**src/rtl/bsq_pkg.sv**
```systemverilog
package bsq_pkg;
  localparam int LOW_W = 2;
  typedef logic [LOW_W-1:0] beat_t;

  // low-bit order for a given start and beat count
  function automatic beat_t bsq_order(input beat_t start, input beat_t cnt, input logic ilv);
    beat_t r;
    if (ilv) r = start ^ cnt;
    else     r = start + cnt;
    return r;
  endfunction
endpackage

```
**src/rtl/bsq_beat_ctr.sv**
```systemverilog
module bsq_beat_ctr
  import bsq_pkg::*;
(
  input  logic  clk,
  input  logic  rst_n,
  input  logic  en,
  input  logic  load,
  input  logic  step,
  output beat_t cnt
);
  always_ff @(posedge clk) begin
    if (!rst_n)       cnt <= '0;
    else if (en) begin
      if (load)       cnt <= '0;
      else if (step)  cnt <= cnt + beat_t'(1);
    end
  end

  // R3 advance by one modulo 4
  a_r3_step: assert property (@(posedge clk) disable iff (!rst_n)
    $past(rst_n) && $past(en && !load && step) |-> cnt == beat_t'($past(cnt) + beat_t'(1)));
  // R8 capture clears the count even with a step
  a_r8_load_clears: assert property (@(posedge clk) disable iff (!rst_n)
    $past(rst_n) && $past(en && load) |-> cnt == '0);
  // R9 and R4 hold
  a_r9_hold: assert property (@(posedge clk) disable iff (!rst_n)
    $past(rst_n) && $past(!en || (!load && !step)) |-> $stable(cnt));
endmodule

```
**src/rtl/bsq_base_reg.sv**
```systemverilog
module bsq_base_reg #(
  parameter int AW = 17
) (
  input  logic          clk,
  input  logic          rst_n,
  input  logic          en,
  input  logic          load,
  input  logic [AW-1:0] d,
  output logic [AW-1:0] q
);
  always_ff @(posedge clk) begin
    if (!rst_n)          q <= '0;
    else if (en && load) q <= d;
  end

  // R2 capture of the start address
  a_r2_capture: assert property (@(posedge clk) disable iff (!rst_n)
    $past(rst_n) && $past(en && load) |-> q == $past(d));
  // R9 no capture while disabled
  a_r9_base_hold: assert property (@(posedge clk) disable iff (!rst_n)
    $past(rst_n) && $past(!en) |-> $stable(q));
endmodule

```
**src/rtl/burst_addr_seq.sv**
```systemverilog
module burst_addr_seq
  import bsq_pkg::*;
#(
  parameter int AW = 17
) (
  input  logic          clk,
  input  logic          rst_n,
  input  logic          clk_en,
  input  logic          strb_cpu_n,
  input  logic          strb_ctl_n,
  input  logic          adv_n,
  input  logic          ilv_mode,
  input  logic [AW-1:0] addr_in,
  output logic [AW-1:0] addr_out,
  output logic [1:0]    beat
);
  localparam int UP_W = AW - LOW_W;

  // named events
  logic          load_evt;
  logic          step_evt;
  logic [AW-1:0] base_q;
  beat_t         cnt_q;
  beat_t         low_bits;

  assign load_evt = !strb_cpu_n || !strb_ctl_n;
  assign step_evt = !adv_n;

  bsq_base_reg #(.AW(AW)) u_base (
    .clk(clk), .rst_n(rst_n), .en(clk_en), .load(load_evt),
    .d(addr_in), .q(base_q)
  );

  bsq_beat_ctr u_ctr (
    .clk(clk), .rst_n(rst_n), .en(clk_en), .load(load_evt),
    .step(step_evt), .cnt(cnt_q)
  );

  assign low_bits = bsq_order(base_q[LOW_W-1:0], cnt_q, ilv_mode);
  assign addr_out = {base_q[AW-1:LOW_W], low_bits};
  assign beat     = cnt_q;

  // R7 upper bits move only on capture
  a_r7_upper_fixed: assert property (@(posedge clk) disable iff (!rst_n)
    $past(rst_n) && !$past(clk_en && load_evt) |-> addr_out[AW-1:LOW_W] == $past(addr_out[AW-1:LOW_W]));
  // R2 first beat presents the captured address in either mode
  a_r2_first_beat: assert property (@(posedge clk) disable iff (!rst_n)
    $past(rst_n) && $past(clk_en && load_evt) |-> addr_out == $past(addr_in));
  // R1 reset state
  a_r1_reset: assert property (@(posedge clk)
    $past(rst_n) == 1'b0 && $past(rst_n, 2) == 1'b0 && !rst_n |-> addr_out == '0 && beat == 2'd0);
  // R5 interleaved start bits recoverable from the output
  a_r5_xor: assert property (@(posedge clk) disable iff (!rst_n)
    $past(rst_n) && ilv_mode && $past(ilv_mode) && !$past(clk_en && load_evt)
      && $past(clk_en && step_evt) |-> (addr_out[1:0] ^ beat) == ($past(addr_out[1:0]) ^ $past(beat)));

  logic unused_up;
  assign unused_up = ^UP_W;
endmodule

```
**config.mk**
```make
export PLATFORM = sky130hd
export DESIGN_NAME = burst_addr_seq
export DESIGN_NICKNAME = d
export VERILOG_FILES = /design/src/rtl/bsq_pkg.sv /design/src/rtl/bsq_beat_ctr.sv /design/src/rtl/bsq_base_reg.sv /design/src/rtl/burst_addr_seq.sv
export SDC_FILE = /design/constraint.sdc
export NUM_CORES = 1
export LEC_CHECK = 0
export BUFFER_PORTS_ARGS = -buffer_cell sky130_fd_sc_hd__buf_2
export CAP_MARGIN = 10
export CELL_PAD_IN_SITES_DETAIL_PLACEMENT = 1
export CELL_PAD_IN_SITES_GLOBAL_PLACEMENT = 1
export CORE_MARGIN = 1
export CORE_UTILIZATION = 35
export DETAILED_ROUTE_END_ITERATION = 10
export GPL_TIMING_DRIVEN = 0
export PLACE_DENSITY_LB_ADDON = 0.1
export RECOVER_POWER = 50
export SETUP_SLACK_MARGIN = 0.1
export SYNTH_ARGS = -nofsm -noshare
export SYNTH_HDL_FRONTEND = slang
export SYNTH_SLANG_ARGS = --single-unit
```
**constraint.sdc**
```tcl
create_clock -name clk -period 1.2 [get_ports clk]
set_input_delay 0.18 -clock clk [delete_from_list [all_inputs] [get_ports clk]]
set_output_delay 0.18 -clock clk [all_outputs]
set_load 0.005 [all_outputs]
```
==> impl_metrics.env <==
export IMPL_die_w_um=53.9
export IMPL_port_buffers=42
export IMPL_status="finished with violations"
export IMPL_syn_inst=103
export IMPL_clock_fmax_mhz=749
export IMPL_grt_pass1_wl_um=3100
export IMPL_ff2ff_path_depth=3
export IMPL_die_h_um=53.9
export IMPL_cts_tree="built"
export IMPL_slowest_delay_ns=0.36
export IMPL_routed_wl_um=2000
export IMPL_first_pass_iters=4
export IMPL_drive_gt1_share_pct=54.7
export IMPL_seq_power_share_pct=55.0
export IMPL_crit_type="reg2out"
export IMPL_ant_nets=0
export IMPL_area_growth_pct=33.5
export IMPL_drt_iter0_markers=3
export IMPL_fin_ws_ns=-0.135
export IMPL_whs_ns=0.121
export IMPL_timing_hold_violations_final=0
export IMPL_clockBufferDepth=2
export IMPL_syn_area_um2=942
export IMPL_n_fill_cell=325
export IMPL_avgSynthCellArea_um2=9.15
export IMPL_drv_cap=0
export IMPL_synthFlopType="dfxtp_1"
export IMPL_cp_arrival_ns=1.16
export IMPL_skew_ns=0.0000879
export IMPL_worstHoldStart="addr_in[3]"
export IMPL_drc=0
export IMPL_path_cells="ha_4 > nor2b_4 > xnor2_2 > buf_2"
export IMPL_synth_cell_types=18
export IMPL_routed_via_density=4.44
export IMPL_synth_largest_area_cell="dfxtp_1"
export IMPL_async_flop_share_pct=0
export IMPL_final_util_pct=50.3
export IMPL_clockRootBuffer="clkbuf_4"
export IMPL_yosysWarningCount=0
export IMPL_internal_power_uw=931
export IMPL_yosysSeqAreaShare_pct=40.4
export IMPL_grt_pass1_vias=769
export IMPL_power_density_mw_per_mm2=986
export IMPL_final_max_slew_violation_count=0
export IMPL_start_kind="flip-flop"
export IMPL_tightest_slew_ns=0.633
export IMPL_cpMaxStageDelayCell="dfxtp_2"
export IMPL_seqCellArea_um2=384
export IMPL_syn_nets=128
export IMPL_pin_count=43
export IMPL_final_cell_area_mm2=0.00126
export IMPL_fp_row_count=18
export IMPL_setup_worst_path_start="u_ctr.cnt[0]$_SDFFE_PN0P_"
export IMPL_critPathRequiredTime_ns=1.02
export IMPL_gp_congestion=0.616
export IMPL_holdBufCountCts=0
export IMPL_clock_latency_ns=0.29
export IMPL_routedWlPerCell_um=11.1
export IMPL_synthTopCellsByArea="dfxtp_1 40%, nand2_1 14%, buf_4 13%"
export IMPL_power_mw=1.24
export IMPL_core_area_mm2=0.00250
export IMPL_die_area_mm2=0.00290
export IMPL_rsz0062_at_grt="true"
export IMPL_r2r_start="u_ctr.cnt[0]$_SDFFE_PN0P_"
export IMPL_power_frac_comb_pct=19.2
export IMPL_track_usage_pct=15.2
export IMPL_synth_edf_count=0
export IMPL_cp_max_fo=2
export IMPL_path_clk_slew_ns=0.11
export IMPL_place_hpwl_um=1510
export IMPL_synth_seq_cells=19
export IMPL_clock_power_share_pct=25.8
export IMPL_overflow=0
export IMPL_grt_max_degree=11
export IMPL_switching_share_pct=24.9
export IMPL_n_antenna_cell=0
export IMPL_holdPathStages=3
export IMPL_htreeDepth=1
export IMPL_fin_crit_sh_pct=111
export IMPL_violations="negative setup slack"
export IMPL_p_sw_uw=309
export IMPL_numCtsBuffers=3
export IMPL_clkSinkCount=19
export IMPL_finalSetupViolations=1
export IMPL_vdd_ir_drop_max_uv=484
export IMPL_initial_core_util_pct=37.7
export IMPL_fin_nets=176
export IMPL_placed_area_mm2=0.00119
export IMPL_vias=800
export IMPL_hp_class="in2reg"
export IMPL_multi_input_area_um2=439
export IMPL_yosys_top_cells_count="34 x nand2_1, 19 x dfxtp_1, 16 x buf_4"
export IMPL_power_leakage_nw=0.605
export IMPL_antenna_found_initial=0
export IMPL_relSlewSlack_pct=57.7
export IMPL_netlist_area_leader_share_pct=40.4
export IMPL_yosysMostFrequentCell="nand2_1"
export IMPL_cp_end_kind="output port"
export IMPL_period_needed_ns=1.34
cells by family (layout without fill, tap and decap cells):
family / count (synthesis) / count (layout) / share of synthesized area [%]
buffers and inverters: 19 / 66 / 15.5
DFF: 19 / 19 / 40.4
AOI/OAI and AO/OA: 21 / 21 / 22.2
xor gates and xnor gates: 3 / 3 / 2.79
and+or+nand+nor: 40 / 40 / 17.8
adders and majority gates: 1 / 1 / 1.33
state kept, by name, summed over array words and instances (netlist names):
register   count
u_base.q      17
u_ctr.cnt      2
power groups by stage:
stage	Combinational (mW)	Clock, mW	Sequential, mW
final	0.238	0.320	0.682
after global routing	0.268	0.378	0.687
after CTS	0.244	0.343	0.682
after detailed placement	0.236	0	0.695
after global placement	0.228	0	0.693
after floorplan	0.139	0	0.691
cells in the final DEF, fill, tap and decap left out, types with 2 or more instances in the layout:
cell type   n
clkbuf_4    4
a21boi_0    8
clkbuf_1    2
buf_6       3
dfxtp_2     3
buf_4      16
nand2_1    34
buf_2      41
a21boi_2   10
dfxtp_1    16
xnor2_2     2
layout make-up:
class / count / share of cell area, %
Sequential cell: 19 / 30.5
Clock buffer: 4 / 2.09
Tap cell: 30 / 2.99
Timing Repair Buffer: 43 / 17.8
Multi-Input combinational cell: 65 / 34.9
Buffer: 19 / 11.6
repair_timing:
action                                  CTS  global route
pin swaps                                 2             1
setup buffers                             1             0
endpoints found under the setup margin    2             4
resized for setup                         7             4
worst paths after layout:
path / endpoint / slack, ns
worst max-delay path: addr_out[1] / -0.14
worst min-delay path: u_base.q[3]$_SDFFE_PN0P_ / 0.12
worst max register to register: u_ctr.cnt[0]$_SDFFE_PN0P_ / 0.18
worst min register to register: u_base.q[5]$_SDFFE_PN0P_ / 0.47
critical path, delay by kind of cell (launching register included):
family | cells | cell delay [ns]
xor+xnor | 1 | 0.11
buf+inv | 1 | 0.12
flops | 1 | 0.36
simple gates | 1 | 0.15
fa+ha+maj | 1 | 0.12
layer usage:
metal	track usage (%)	wire length, um
met4	6.58	10
met1	18.2	884
met5	0	0
met3	2.54	93
met2	26.3	1010
metrics by stage:
stage                     worst slack, ns  cells  setup TNS, ns
after floorplan                     0.223    103              0
after CTS                          -0.173    180         -0.173
after global placement             0.0742    175              0
after detailed placement           0.0615    175              0
after global routing               -0.206    180         -0.328
final                              -0.135    180         -0.135
(Power assumes the default switching activity.)
